### config.mk
export PLATFORM = sky130hd
export DESIGN_NAME = uart_tx_gated
export DESIGN_NICKNAME = d
export VERILOG_FILES = /design/src/rtl/uart_tx_pkg.sv /design/src/rtl/uart_tx_fifo.sv /design/src/rtl/uart_tx_shifter.sv /design/src/rtl/uart_tx_gated.sv
export SDC_FILE = /design/constraint.sdc
export NUM_CORES = 1
export LEC_CHECK = 0
export BUFFER_PORTS_ARGS = -buffer_cell sky130_fd_sc_hd__buf_2
export CAP_MARGIN = 40
export CORE_UTILIZATION = 40
export CTS_CLUSTER_DIAMETER = 200
export DETAILED_ROUTE_END_ITERATION = 12
export GPL_TIMING_DRIVEN = 0
export PLACE_DENSITY = 0.67
export SYNTH_ARGS = -nofsm -noshare
export SYNTH_HDL_FRONTEND = slang
export SYNTH_SLANG_ARGS = --single-unit
### constraint.sdc
create_clock -name clk -period 3.3 [get_ports clk]
set_input_delay 0.165 -clock clk [delete_from_list [all_inputs] [get_ports clk]]
set_output_delay 0.165 -clock clk [all_outputs]
set_load 0.03 [all_outputs]
### src/rtl/uart_tx_pkg.sv
package uart_tx_pkg;
  // Frame = start + data + stop
  function automatic int frame_bits(input int data_w);
    return data_w + 2;
  endfunction
endpackage

### src/rtl/uart_tx_fifo.sv
module uart_tx_fifo #(
  parameter int DATA_W = 8,
  parameter int DEPTH  = 16,
  localparam int AW    = $clog2(DEPTH),
  localparam int CW    = AW + 1
) (
  input  logic              clk,
  input  logic              rst,
  input  logic              push,
  input  logic [DATA_W-1:0] push_data,
  input  logic              pop,
  output logic [DATA_W-1:0] head,
  output logic              empty_now,
  output logic              empty_q,
  output logic              ovf_q,
  output logic [CW-1:0]     count
);
  logic [DATA_W-1:0] mem [DEPTH];
  logic [AW-1:0]     wr_ptr, rd_ptr;
  logic              full, do_push, do_pop;
  logic [CW-1:0]     cnt_next;

  assign full      = (count == CW'(DEPTH));
  assign empty_now = (count == '0);
  assign do_push   = push && !full;
  assign do_pop    = pop && !empty_now;
  assign head      = mem[rd_ptr];

  always_comb begin
    cnt_next = count;
    if (do_push && !do_pop) cnt_next = count + 1'b1;
    else if (do_pop && !do_push) cnt_next = count - 1'b1;
  end

  // storage without reset so it maps onto RAM
  always_ff @(posedge clk) begin
    if (do_push) mem[wr_ptr] <= push_data;
  end

  always_ff @(posedge clk) begin
    if (rst) begin
      wr_ptr  <= '0;
      rd_ptr  <= '0;
      count   <= '0;
      empty_q <= 1'b1;
      ovf_q   <= 1'b0;
    end else begin
      if (do_push) wr_ptr <= wr_ptr + 1'b1;
      if (do_pop)  rd_ptr <= rd_ptr + 1'b1;
      count   <= cnt_next;
      empty_q <= (cnt_next == '0);
      if (push && full) ovf_q <= 1'b1;
    end
  end
endmodule

### src/rtl/uart_tx_shifter.sv
module uart_tx_shifter #(
  parameter int DATA_W = 8,
  localparam int FB    = uart_tx_pkg::frame_bits(DATA_W),
  localparam int IW    = $clog2(FB)
) (
  input  logic              clk,
  input  logic              rst,
  input  logic              tick,
  input  logic              load,
  input  logic [DATA_W-1:0] load_data,
  output logic              txd,
  output logic              busy,
  output logic              last
);
  logic [FB-1:0] sh;
  logic [IW-1:0] idx;

  assign last = busy && (idx == IW'(FB - 1));

  always_ff @(posedge clk) begin
    if (rst) begin
      sh   <= '1;
      idx  <= '0;
      txd  <= 1'b1;
      busy <= 1'b0;
    end else if (load) begin
      sh   <= {1'b1, load_data, 1'b0};
      idx  <= '0;
      txd  <= 1'b0;
      busy <= 1'b1;
    end else if (tick && busy) begin
      if (last) begin
        busy <= 1'b0;
        txd  <= 1'b1;
        idx  <= '0;
      end else begin
        sh   <= {1'b1, sh[FB-1:1]};
        txd  <= sh[1];
        idx  <= idx + 1'b1;
      end
    end
  end
endmodule

### src/rtl/uart_tx_gated.sv
module uart_tx_gated #(
  parameter int DATA_W = 8,
  parameter int DEPTH  = 16,
  localparam int CW    = $clog2(DEPTH) + 1
) (
  input  logic              clk,
  input  logic              rst,
  input  logic              wr_valid,
  input  logic [DATA_W-1:0] wr_data,
  input  logic              ctl_we,
  input  logic              ctl_txen,
  input  logic              bit_tick,
  output logic              txd,
  output logic              busy,
  output logic              fifo_empty,
  output logic              overflow
);
  logic              en_q;
  logic              frame_last, slot_free, start;
  logic              q_empty;
  logic [DATA_W-1:0] q_head;
  logic [CW-1:0]     fifo_cnt;

  always_ff @(posedge clk) begin
    if (rst) en_q <= 1'b1;
    else if (ctl_we) en_q <= ctl_txen;
  end

  // a new frame may begin at a tick when the line is idle or the stop bit ends
  assign slot_free = !busy || frame_last;
  assign start     = bit_tick && slot_free && en_q && !q_empty;

  uart_tx_fifo #(.DATA_W(DATA_W), .DEPTH(DEPTH)) fifo_i (
    .clk(clk), .rst(rst),
    .push(wr_valid), .push_data(wr_data),
    .pop(start), .head(q_head),
    .empty_now(q_empty), .empty_q(fifo_empty),
    .ovf_q(overflow), .count(fifo_cnt)
  );

  uart_tx_shifter #(.DATA_W(DATA_W)) shift_i (
    .clk(clk), .rst(rst), .tick(bit_tick),
    .load(start), .load_data(q_head),
    .txd(txd), .busy(busy), .last(frame_last)
  );
endmodule

==> qor.txt <==
Rel. slew slack: 39.1%
Status: finished clean
Period utilization: 90.1%
Multiplexer share of the synthesized area: 13.5%
Xor and xnor area share after synthesis: 1.08%
Gpl congestion: 0.776
Antenna diode count: 0
Worst Hold Class: primary input to register
Core area: 15900 µm²
Max Fclk: 336 MHz
Syn Area/Cell: 16.6 µm²
Setup bufs post-CTS: 0
Via count: 3599
Sequential element share of the synthesized area: 69.6%
Cells after Synth: 391
Top-level port count: 18
CTS Buf Count: 17
Largest family of logic cells by synthesized area: multiplexers
Routed len/inst: 19.2 µm
PortBufs: 17
Complex-gate fraction of the synthesized area: 5.94%
Max Slew Vio Count: 0
First-pass DRT Iterations: 4
Vias per Instance: 5.38
Critical path data required time: 3.44 ns
Arr. time, crit path: 3.11 ns
Area delta synth->final: 16.3%
Post-Synthesis Cell Area: 6500 µm²
Rows: 46
Power Density: 713 nW/µm²
H-tree levels: 4
Hold Vio Cnt, Final: 0
Critical Path Sink Type: register
Critical Path Fanout Max: 10
Seq cells post-synth: 162
RSZ-0062 raised after global routing: false
Peak supply drop: 0.431 mV
Die X: 130 µm
Pin slew with the least headroom to its limit: 0.910 ns
Cells after DPL: 634
Largest net degree at the start of global routing: 17
Vias in the first global route: 3612
Die Ht: 130 µm
Yosys warns: 0
CTS root buf: clkbuf_16
Main flop type after synthesis: edfxtp_1
Gr usage total: 16.8%
Final TNS setup: 0 ns
Count of cell types in the netlist: 45
Worst-Skew Late Latency: 0.42 ns
Clock sink count: 162
Async set or reset register ratio after synthesis: 0%
Final setup viols: 0
CTS tree: yes
Number of enable flip-flop cells after synthesis: 128
DR DRC count: 0
Leak Pwr: 2.50 nW
Starting Density: 40.9%
Final instance count without filler cells: 669
Final HPWL DP: 8500 µm
Post-layout util: 47.6%
Clock skew: 0.00703 ns
Layout cells sized above 1: 23.8%
Syn nets: 415
Antenna violations before repair: 0
Power, Total: 5.39 mW
Fill count: 1364
Final nets: 464
Synth Area in Adders: 1.92%
Final global-route overflow total: 0
Critical path launch point type: register
Max-cap viol count: 0
Final Critical Period: 2.97 ns
First-pass GRT wire length: 20100 µm
Antenna-violating nets left: 0
Simple-gate share of the synthesized area: 6.39%
Final wirelength: 12800 µm
Clk pin slew, worst setup/hold paths: 0.06 ns
CTS Buffer Depth: 2
CP Class: register to register
Total die area: 16800 µm²
Starting DRC count in detailed routing: 275
==> state kept, by name, indices dropped and copies added, names as in the netlist, named ones only <==
register / flops
fifo_i.wr_ptr: 4
shift_i.busy: 1
fifo_i.rd_ptr: 4
shift_i.idx: 4
fifo_i.mem: 128
fifo_i.count: 5
fifo_i.ovf_q: 1
shift_i.txd: 1
shift_i.sh: 8
en_q: 1
fifo_i.empty_q: 1
==> per-layer routing <==
| layer | global-route usage (%) | vias up | part of all wire (%) |
|---|---|---|---|
| met5 | 0 | - | 0 |
| met4 | 6.77 | 0 | 2.0 |
| met3 | 5.16 | 17 | 6.7 |
| met2 | 28.0 | 123 | 50 |
| met1 | 20.4 | 1823 | 41 |
| li1 | - | 1636 | - |
==> worst max-delay path, stage by stage, from the launching register on <==
cell and delay (ns):
dfxtp_1 0.40, inv_1 0.13, ha_1 0.25, nand4bb_1 0.20
and2_1 0.22, clkbuf_1 0.35, nand2_1 0.20, nor3_1 0.65
buf_4 0.29
==> cell usage after synthesis (2+ instances only) <==
| cell | count | area [µm²] |
|---|---|---|
| buf_1 | 3 | 11.3 |
| edfxtp_1 | 128 | 3840 |
| nand3_1 | 3 | 15.0 |
| inv_1 | 8 | 30.0 |
| nor2_1 | 30 | 113 |
| nor3_1 | 13 | 65.1 |
| buf_2 | 4 | 20.0 |
| mux4_2 | 32 | 721 |
| nand2b_1 | 2 | 12.5 |
| nand2_1 | 19 | 71.3 |
| ha_1 | 10 | 125 |
| a31oi_1 | 2 | 12.5 |
| a221oi_1 | 6 | 52.6 |
| a22oi_1 | 2 | 15.0 |
| nand4_1 | 3 | 18.8 |
| nor2b_1 | 6 | 37.5 |
| mux2_2 | 9 | 101 |
| a21o_1 | 2 | 15.0 |
| mux2i_1 | 4 | 40.0 |
| dfxtp_1 | 34 | 681 |
| a2111oi_0 | 2 | 17.5 |
| o21ai_0 | 10 | 50.1 |
| a21oi_1 | 12 | 60.1 |
| xnor2_1 | 4 | 35.0 |
| xor2_1 | 4 | 35.0 |
| and4_1 | 2 | 17.5 |
| a211oi_1 | 2 | 15.0 |
| a22o_1 | 6 | 52.6 |
| clkbuf_1 | 12 | 45.0 |
| and2_1 | 2 | 12.5 |
==> power breakdown <==
| part | internal, mW | switching (mW) |
|---|---|---|
| combinational | 0.458 | 0.514 |
| clock | 1.20 | 0.822 |
| sequential | 2.32 | 0.0762 |
==> logic make-up after synthesis <==
| kind of cell | count (synthesis) |
|---|---|
| AO/OA/AOI/OAI | 52 |
| adder cells (fa/ha/maj) | 10 |
| flip-flops | 162 |
| buffers and inverters | 27 |
| AND/OR/NAND/NOR | 86 |
| multiplexers | 46 |
| XOR/XNOR | 8 |
==> cell type report <==
class,count,area (µm²),share of cell area [%]
well taps,216,270,3.57
clock inverters,14,176,2.33
repair buffers,30,185,2.45
flip-flops and latches,162,4520,59.8
plain buffers,19,76.3,1.01
clock buffers,18,429,5.67
multi-input cells,202,1870,24.8
inverters,8,30.0,0.397
==> placed cells by master, fill, tap and decap left out, types with 2 or more instances in the layout <==
| master | Yosys | routed |
|---|---|---|
| inv_6 | 0 | 3 |
| mux2_2 | 9 | 9 |
| o21ai_0 | 10 | 10 |
| clkbuf_1 | 12 | 13 |
| mux4_2 | 32 | 32 |
| xor2_1 | 4 | 4 |
| nand3_1 | 3 | 3 |
| xnor2_1 | 4 | 4 |
| buf_1 | 3 | 3 |
| a22oi_1 | 2 | 2 |
| inv_8 | 0 | 2 |
| clkbuf_16 | 0 | 17 |
| bufinv_16 | 0 | 3 |
| mux2i_1 | 4 | 4 |
| dlygate4sd3_1 | 0 | 2 |
| a221oi_1 | 6 | 6 |
| and4_1 | 2 | 2 |
| a21oi_1 | 12 | 12 |
| nor2b_1 | 6 | 6 |
| a31oi_1 | 2 | 2 |
| buf_2 | 4 | 22 |
| nand2b_1 | 2 | 2 |
| nor2_1 | 30 | 30 |
| and2_1 | 2 | 2 |
| nor3_1 | 13 | 13 |
| dfxtp_1 | 34 | 34 |
| clkinvlp_4 | 0 | 2 |
| a22o_1 | 6 | 6 |
| a21o_1 | 2 | 2 |
| a211oi_1 | 2 | 2 |
| buf_4 | 0 | 10 |
| nand2_1 | 19 | 19 |
| ha_1 | 10 | 10 |
| edfxtp_1 | 128 | 128 |
| inv_1 | 8 | 8 |
| a2111oi_0 | 2 | 2 |
| clkinv_2 | 0 | 2 |
| nand4_1 | 3 | 3 |
==> path summary, 6_finish.rpt <==
| kind | startpoint | to | slack (ns) | cells after the start |
|---|---|---|---|---|
| worst min-delay path | bit_tick | shift_i.busy$_SDFFE_PP0P_ | 0.11 | 4 |
| worst max-delay path | fifo_i.count[0]$_SDFF_PP0_ | fifo_i.mem[2][6]$_DFFE_PP_ | 0.33 | 8 |
| worst max register to register | fifo_i.count[0]$_SDFF_PP0_ | fifo_i.mem[2][6]$_DFFE_PP_ | 0.33 | 8 |
| worst min register to register | fifo_i.ovf_q$_SDFFE_PP0P_ | fifo_i.ovf_q$_SDFFE_PP0P_ | 0.48 | 1 |
==> per-stage QoR <==
step           hold slack [ns]  cell area, µm²  worst slack, ns
2_1_floorplan            0.264            6500            0.801
3_3_place_gp             0.368            6860            0.117
3_5_place_dp             0.373            6930            0.357
4_1_cts                 0.0945            7560            0.312
5_1_grt                  0.109            7570            0.105
6_report                 0.110            7570            0.327
==> what timing repair did <==
action | 4_1_cts | 5_1_grt
endpoints found under the hold margin | 1 | 0
hold buffers | 2 | 0
resized for setup | 0 | 0
setup endpoints to repair | 0 | 0
No activity file was read; power rests on OpenSTA's default activity.
